### config.mk
export PLATFORM = sky130hd
export DESIGN_NAME = vf_governor
export DESIGN_NICKNAME = d
export VERILOG_FILES = /design/src/rtl/vfg_pkg.sv /design/src/rtl/vfg_thermal.sv /design/src/rtl/vfg_budget.sv /design/src/rtl/vfg_speed.sv /design/src/rtl/vf_governor.sv
export SDC_FILE = /design/constraint.sdc
export NUM_CORES = 1
export LEC_CHECK = 0
export ABC_AREA = 1
export BUFFER_PORTS_ARGS = -buffer_cell sky130_fd_sc_hd__buf_2
export CAP_MARGIN = 20
export CORE_ASPECT_RATIO = 1.2
export CORE_UTILIZATION = 59
export DETAILED_ROUTE_END_ITERATION = 16
export PLACE_DENSITY = 0.94
export SKIP_LAST_GASP = 1
export SLEW_MARGIN = 25
export SYNTH_ARGS = -nofsm -noshare
export SYNTH_HDL_FRONTEND = slang
export SYNTH_HIERARCHICAL = 1
export SYNTH_SLANG_ARGS = --single-unit
### constraint.sdc
create_clock -name clk -period 10 [get_ports clk]
set_input_delay 1.5 -clock clk [delete_from_list [all_inputs] [get_ports clk]]
set_output_delay 1.5 -clock clk [all_outputs]
set_load 0.1 [all_outputs]
### src/rtl/vfg_pkg.sv
package vfg_pkg;
  typedef enum logic [1:0] {
    ACT_IDLE  = 2'd0,
    ACT_THERM = 2'd1,
    ACT_POWER = 2'd2,
    ACT_FREQ  = 2'd3
  } act_e;

  typedef enum logic [1:0] {
    CMD_NONE  = 2'd0,
    CMD_RAISE = 2'd1,
    CMD_LOWER = 2'd2
  } cmd_e;
endpackage

### src/rtl/vfg_thermal.sv
module vfg_thermal #(
  parameter int TEMP_W = 8
) (
  input  logic              clk,
  input  logic              rst_n,
  input  logic              tick,
  input  logic [TEMP_W-1:0] temp,
  input  logic [TEMP_W-1:0] hot_lim,
  input  logic [TEMP_W-1:0] cool_lim,
  output logic              hot_now,
  output logic              hot_q
);
  // Set at the hot limit, released only below the cool limit.
  always_comb begin
    hot_now = (temp >= hot_lim) | (hot_q & (temp >= cool_lim));
  end

  always_ff @(posedge clk) begin
    if (!rst_n) hot_q <= 1'b0;
    else if (tick) hot_q <= hot_now;
  end

  assert_hot_set_cause_R6: assert property (@(posedge clk) disable iff (!rst_n)
    $rose(hot_q) |-> $past(temp >= hot_lim));
  assert_hot_release_cause_R7: assert property (@(posedge clk) disable iff (!rst_n)
    $fell(hot_q) |-> $past(temp < cool_lim));
  assert_hot_only_on_tick_R7: assert property (@(posedge clk) disable iff (!rst_n)
    !tick |=> $stable(hot_q));
endmodule

### src/rtl/vfg_budget.sv
module vfg_budget import vfg_pkg::*; #(
  parameter int HOLD_TICKS = 3,
  localparam int CW = $clog2(HOLD_TICKS + 1)
) (
  input  logic clk,
  input  logic rst_n,
  input  logic tick,
  input  logic raise,
  input  logic lower,
  input  logic granted,
  output logic ripe_raise,
  output logic ripe_lower
);
  localparam logic [CW-1:0] HOLD_C = CW'(HOLD_TICKS);

  cmd_e          cmd, prev_q;
  logic [CW-1:0] cnt_q, cnt_n;

  always_comb begin
    if (raise && !lower)      cmd = CMD_RAISE;
    else if (lower && !raise) cmd = CMD_LOWER;
    else                      cmd = CMD_NONE;

    if (cmd == CMD_NONE)     cnt_n = '0;
    else if (cmd != prev_q)  cnt_n = CW'(1);
    else if (cnt_q >= HOLD_C) cnt_n = HOLD_C;
    else                     cnt_n = cnt_q + CW'(1);

    ripe_raise = (cmd == CMD_RAISE) && (cnt_n == HOLD_C);
    ripe_lower = (cmd == CMD_LOWER) && (cnt_n == HOLD_C);
  end

  always_ff @(posedge clk) begin
    if (!rst_n) begin
      prev_q <= CMD_NONE;
      cnt_q  <= '0;
    end else if (tick) begin
      prev_q <= cmd;
      cnt_q  <= granted ? '0 : cnt_n;
    end
  end

  assert_budget_onehot_R8: assert property (@(posedge clk) disable iff (!rst_n)
    $onehot0({ripe_raise, ripe_lower}));

  generate
    if (HOLD_TICKS > 1) begin : g_hist
      assert_raise_needs_history_R8: assert property (@(posedge clk) disable iff (!rst_n)
        ripe_raise |-> prev_q == CMD_RAISE);
      assert_lower_needs_history_R8: assert property (@(posedge clk) disable iff (!rst_n)
        ripe_lower |-> prev_q == CMD_LOWER);
    end
  endgenerate
endmodule

### src/rtl/vfg_speed.sv
module vfg_speed #(
  parameter int NEED_W = 4
) (
  input  logic              clk,
  input  logic              rst_n,
  input  logic              in_valid,
  output logic              in_ready,
  input  logic              in_pass,
  input  logic [NEED_W-1:0] pass_need,
  input  logic              tick,
  input  logic              grant,
  output logic              want_up,
  output logic              want_down
);
  logic              held_q, pass_q;
  logic [NEED_W-1:0] streak_q;
  logic [NEED_W:0]   need, streak_n;
  logic              consume;

  always_comb begin
    need     = (pass_need == '0) ? (NEED_W+1)'(1) : {1'b0, pass_need};
    streak_n = {1'b0, streak_q} + (NEED_W+1)'(1);
    in_ready = !held_q;
    want_down = held_q && !pass_q;
    want_up   = held_q && pass_q && (streak_n >= need);
    consume   = tick && grant && held_q;
  end

  always_ff @(posedge clk) begin
    if (!rst_n) begin
      held_q   <= 1'b0;
      pass_q   <= 1'b0;
      streak_q <= '0;
    end else if (consume) begin
      held_q <= 1'b0;
      if (!pass_q || want_up) streak_q <= '0;
      else                    streak_q <= streak_n[NEED_W-1:0];
    end else if (in_valid && !held_q) begin
      held_q <= 1'b1;
      pass_q <= in_pass;
    end
  end

  assert_result_taken_R10: assert property (@(posedge clk) disable iff (!rst_n)
    in_valid && in_ready |=> !in_ready);
  assert_result_kept_R9: assert property (@(posedge clk) disable iff (!rst_n)
    held_q && !(tick && grant) |=> held_q && $stable(pass_q));
endmodule

### src/rtl/vf_governor.sv
module vf_governor import vfg_pkg::*; #(
  parameter int VMIN_MV    = 550,
  parameter int VMAX_MV    = 800,
  parameter int VNOM_MV    = 630,
  parameter int FMIN_STEP  = 20,
  parameter int FMAX_STEP  = 100,
  parameter int FINIT_STEP = 50,
  parameter int TEMP_W     = 8,
  parameter int NEED_W     = 4,
  parameter int HOLD_TICKS = 3,
  localparam int VW = $clog2(VMAX_MV + 1),
  localparam int FW = $clog2(FMAX_STEP + 1)
) (
  input  logic              clk,
  input  logic              rst_n,
  input  logic              tick,
  input  logic              speed_valid,
  output logic              speed_ready,
  input  logic              speed_pass,
  input  logic [TEMP_W-1:0] temp_c,
  input  logic [TEMP_W-1:0] hot_limit,
  input  logic [TEMP_W-1:0] cool_limit,
  input  logic [NEED_W-1:0] pass_need,
  input  logic              budget_up,
  input  logic              budget_down,
  output logic [VW-1:0]     volt_mv,
  output logic [FW-1:0]     freq_step,
  output logic [TEMP_W-1:0] temp_seen,
  output logic              hot_flag,
  output logic [1:0]        last_act
);
  localparam logic [VW-1:0] VMIN_C = VW'(VMIN_MV);
  localparam logic [VW-1:0] VMAX_C = VW'(VMAX_MV);
  localparam logic [VW-1:0] VNOM_C = VW'(VNOM_MV);
  localparam logic [FW-1:0] FMIN_C = FW'(FMIN_STEP);
  localparam logic [FW-1:0] FMAX_C = FW'(FMAX_STEP);
  localparam logic [FW-1:0] FINI_C = FW'(FINIT_STEP);

  logic [VW-1:0] volt_q;
  logic [FW-1:0] freq_q;
  act_e          act_q;
  logic [TEMP_W-1:0] temp_q;

  logic hot_now, hot_q;
  logic ripe_raise, ripe_lower;
  logic want_up, want_down;
  logic therm_go, pwr_up, pwr_dn, pwr_go, frq_grant, frq_up, frq_dn, frq_go;

  vfg_thermal #(.TEMP_W(TEMP_W)) u_thermal (
    .clk(clk), .rst_n(rst_n), .tick(tick), .temp(temp_c),
    .hot_lim(hot_limit), .cool_lim(cool_limit),
    .hot_now(hot_now), .hot_q(hot_q)
  );

  vfg_budget #(.HOLD_TICKS(HOLD_TICKS)) u_budget (
    .clk(clk), .rst_n(rst_n), .tick(tick),
    .raise(budget_up), .lower(budget_down), .granted(pwr_go),
    .ripe_raise(ripe_raise), .ripe_lower(ripe_lower)
  );

  vfg_speed #(.NEED_W(NEED_W)) u_speed (
    .clk(clk), .rst_n(rst_n),
    .in_valid(speed_valid), .in_ready(speed_ready), .in_pass(speed_pass),
    .pass_need(pass_need), .tick(tick), .grant(frq_grant),
    .want_up(want_up), .want_down(want_down)
  );

  // Fixed-priority arbitration: thermal, then power, then frequency.
  always_comb begin
    therm_go  = tick && hot_now && (volt_q > VMIN_C);
    pwr_up    = ripe_raise && !hot_now && (volt_q < VMAX_C);
    pwr_dn    = ripe_lower && (volt_q > VMIN_C);
    pwr_go    = tick && !therm_go && (pwr_up || pwr_dn);
    frq_grant = !therm_go && !pwr_go;
    frq_up    = frq_grant && want_up && (freq_q < FMAX_C);
    frq_dn    = frq_grant && want_down && (freq_q > FMIN_C);
    frq_go    = tick && (frq_up || frq_dn);
  end

  always_ff @(posedge clk) begin
    if (!rst_n) begin
      volt_q <= VNOM_C;
      freq_q <= FINI_C;
      act_q  <= ACT_IDLE;
      temp_q <= '0;
    end else if (tick) begin
      temp_q <= temp_c;
      if (therm_go) begin
        volt_q <= volt_q - VW'(1);
        act_q  <= ACT_THERM;
      end else if (pwr_go) begin
        volt_q <= pwr_up ? volt_q + VW'(1) : volt_q - VW'(1);
        act_q  <= ACT_POWER;
      end else if (frq_go) begin
        freq_q <= frq_up ? freq_q + FW'(1) : freq_q - FW'(1);
        act_q  <= ACT_FREQ;
      end else begin
        act_q  <= ACT_IDLE;
      end
    end
  end

  assign volt_mv   = volt_q;
  assign freq_step = freq_q;
  assign temp_seen = temp_q;
  assign hot_flag  = hot_q;
  assign last_act  = act_q;

  assert_volt_range_R2: assert property (@(posedge clk) disable iff (!rst_n)
    volt_q >= VMIN_C && volt_q <= VMAX_C);
  assert_freq_range_R2: assert property (@(posedge clk) disable iff (!rst_n)
    freq_q >= FMIN_C && freq_q <= FMAX_C);
  assert_volt_step_R2: assert property (@(posedge clk) disable iff (!rst_n)
    1'b1 |=> (volt_q == $past(volt_q)) || (volt_q == $past(volt_q) + VW'(1))
             || (volt_q == $past(volt_q) - VW'(1)));
  assert_freq_step_R2: assert property (@(posedge clk) disable iff (!rst_n)
    1'b1 |=> (freq_q == $past(freq_q)) || (freq_q == $past(freq_q) + FW'(1))
             || (freq_q == $past(freq_q) - FW'(1)));
  assert_quiet_between_ticks_R3: assert property (@(posedge clk) disable iff (!rst_n)
    !tick |=> $stable(volt_q) && $stable(freq_q));
  assert_single_actuator_R3: assert property (@(posedge clk) disable iff (!rst_n)
    1'b1 |=> $stable(volt_q) || $stable(freq_q));
  assert_no_raise_when_hot_R6: assert property (@(posedge clk) disable iff (!rst_n)
    tick && hot_now |=> volt_q <= $past(volt_q));
  assert_thermal_blocks_freq_R9: assert property (@(posedge clk) disable iff (!rst_n)
    therm_go |=> $stable(freq_q));
endmodule

==> results.tsv <==
metric	value	unit
run_status	complete, no violations	
drc	0	
ctsHtreeMaxLevel	2	
core_area	4630	µm²
grt_overflow	0	
r2r_end	freq_step[6]	
setup_tns	0	ps
required	10200	ps
detailed_place_hpwl	5170	µm
cts_tree	yes	
switchingPower	0.170	mW
stdcell_count	538	
async_reset_ff_share	0	%
numPortBuffers	63	
die_x	65.6	µm
syn_inst	417	
synth_cell_types	42	
critPathArrivalTime	4840	ps
grt_pass1_wl	11500	µm
slew_viol_final	0	
r2r_start	u_speed/streak_q[0]	
cp-end-kind	flop	
p_per_area	127	nW/µm²
max-cap-violations	0	
routedWlPerCell	12.4	µm
clkLatencyLatePin	290	ps
ys_ff_latch	38	
drt_iter0_drc	154	
diodes	0	
ir_drop	0.0000746	V
period_share	46.4	%
areaGrowthSynthToFinish	13.8	%
antenna_left	0	
fmax	215	MHz
grt_pass1_vias	2894	
crit_end	freq_step[6]	
synthFlopType	dfxtp_1	
internal-power	0.244	mW
rows	27	
finalSetupViolations	0	
clkPwrFrac	24.3	%
cts_setup_buffers	0	
cts.sinks	38	
cts.path.max_buffers	2	
path_clk_slew	70	ps
io_pins	64	
start_util	61.9	%
wl	6670	µm
r2r_setup_slack	6360	ps
ys_seq_area_share	26.6	%
worst_pin_slew	512	ps
fp.dieH	78.3	µm
cp-start-kind	input port	
vias	2914	
p_sw_share	41.0	%
rsz0062_at_grt	no	
cts_resized	0	
crit_fanout	11	
routed-wl-met2	3520	µm
cts-root-buf	clkbuf_8	
antenna_found_initial	0	
routabilityCongestion	0.917	
top_layer	met4	
cellLeakagePower	1.78	nW
synth.avg_cell_area	6.87	µm²
post-route-min-period	4640	ps
crit_type	input port to flop	
grt_max_degree	29	
dp.cells	531	
final_nets	548	
hold_buffers	0	
drt-vias-per-instance	5.42	
dieArea	5140	µm²
cts_inserted_buffers	5	
hold_viol_final	0	
syn-num-nets	485	
reg2reg_depth	26	
fillerInstances	368	
firstDrtPassIters	4	
max-slew-margin-rel	66.1	%
netlist_area	2870	µm²
met1_length	2630	µm
min-delay-path-class	flop to flop	
p_seq_share	40.8	%
power_frac_comb	35.0	%
grt_usage	28.3	%
wl_met3	316	µm
synth_warnings	6	
synth_edf_count	0	
drive_gt1_share	21.0	%
startpoint	temp_c[7]	
finalClockSkew	9.24	ps
worst max-delay path, cell delays in order:
cell and delay, ps:
buf_2 120, ha_1 320, a21o_2 200, nor2_1 120, nand3_1 100, nand2_1 90, nand2_1 80, nor2_1 130
nand2_1 270, nand2_2 190, nand2_4 80, nand3_1 220, inv_1 100, fa_1 400, nand3b_1 210, nand2_1 100
nand2_1 80, nand2_1 70, a21oi_1 70, inv_1 60, nand2_1 70, nand3_1 100, nand2_1 60, inv_1 60
nor2_2 30
cells by family after synthesis:
kind of cell	Yosys count	synth area share [%]
AOI/OAI and AO/OA	74	14.1
and+or+nand+nor	175	28.2
xor gates and xnor gates	9	3.01
buffers and inverters	87	13.1
DFF	38	26.6
muxes	1	0.349
adders and majority gates	33	14.7
routing by layer:
layer,global-route usage (%),vias up
li1,-,1464
met1,29.2,1339
met2,51.2,84
met3,6.83,27
met4,15.0,0
met5,0,-
sequential cells by signal, indices dropped and copies added, names as in the netlist:
signal and flops:
freq_step 7, u_speed/streak_q 4, u_budget/prev_q 2, u_speed/pass_q 1, temp_seen 8, u_speed/held_q 1, last_act 2, u_budget/cnt_q 2
volt_mv 10, u_thermal/hot_q 1
layout make-up:
cell class / instances / area (µm²) / share of cell area [%]
Clock buffer: 5 / 68.8 / 2.11
Clock inverter: 2 / 10.0 / 0.307
Inverter: 80 / 305 / 9.36
Multi-Input combinational cell: 292 / 1730 / 53.0
Sequential cell: 38 / 761 / 23.3
Tap cell: 58 / 72.6 / 2.22
Timing Repair Buffer: 63 / 315 / 9.67
how the worst min path moves through the flow:
| stage | start | to | slack (ps) | depth (start not counted) |
|---|---|---|---|---|
| 2_1_floorplan | u_speed/streak_q[3] | u_speed/streak_q[3] | 460 | 2 |
| 3_3_place_gp | u_speed/streak_q[3] | u_speed/streak_q[3] | 470 | 2 |
| 3_5_place_dp | u_speed/streak_q[3] | u_speed/streak_q[3] | 480 | 2 |
| 4_1_cts | u_speed/streak_q[3] | u_speed/streak_q[3] | 500 | 2 |
| 5_1_grt | volt_mv[0] | volt_mv[0] | 520 | 1 |
| 6_report | u_speed/streak_q[3] | u_speed/streak_q[3] | 500 | 2 |
synthesized netlist by cell type, drive strengths merged (2+ instances only):
cell | count | area share [%]
nand2 | 85 | 12
inv | 79 | 11
nor2 | 51 | 7.9
dfxtp | 38 | 27
ha | 32 | 14
a21oi | 31 | 5.5
o21ai | 31 | 5.4
nand3 | 26 | 5.2
buf | 6 | 2.3
nand4 | 6 | 1.3
xor2 | 6 | 1.8
nor3 | 5 | 1.0
o211ai | 4 | 1.0
xnor2 | 3 | 1.2
o31ai | 2 | 0.52
layout by cell type, fill, tap and decap left out, types with 2 or more instances in the layout:
master / synthesis / layout
o31ai_1: 2 / 2
nor3_1: 4 / 4
dfxtp_1: 38 / 38
buf_2: 1 / 63
o211ai_1: 4 / 4
nor2_4: 3 / 3
o21ai_0: 24 / 24
clkinv_2: 0 / 2
nand2_1: 78 / 78
nand3_1: 24 / 24
inv_2: 6 / 6
a21oi_1: 30 / 30
nand2_2: 4 / 4
inv_1: 71 / 71
inv_4: 2 / 2
o21ai_1: 7 / 7
nor2_2: 5 / 5
xor2_1: 6 / 6
nand2_4: 3 / 3
nand4_1: 6 / 6
xnor2_1: 2 / 2
clkbuf_8: 0 / 5
ha_1: 32 / 32
nor2_1: 43 / 43
power by group through the flow:
stage          Clock [mW]  Combinational, mW  Sequential, mW
2_1_floorplan           0             0.0637           0.222
4_1_cts             0.102              0.144           0.169
6_report            0.100              0.145           0.169
3_3_place_gp            0              0.139           0.172
3_5_place_dp            0              0.143           0.172
5_1_grt             0.109              0.157           0.170
metrics by stage:
stage	hold slack (ps)	worst slack, ps	cell area [µm²]	utilization [%]	power [mW]
detailed placement	483	5140	3180	68.8	0.315
global placement	472	5320	3180	68.8	0.310
CTS	503	5400	3260	70.5	0.416
floorplan	455	5780	2870	-	0.286
global route	524	5010	3260	70.5	0.435
finish	499	5360	3260	70.5	0.414
No activity file was read; power rests on OpenSTA's default activity.
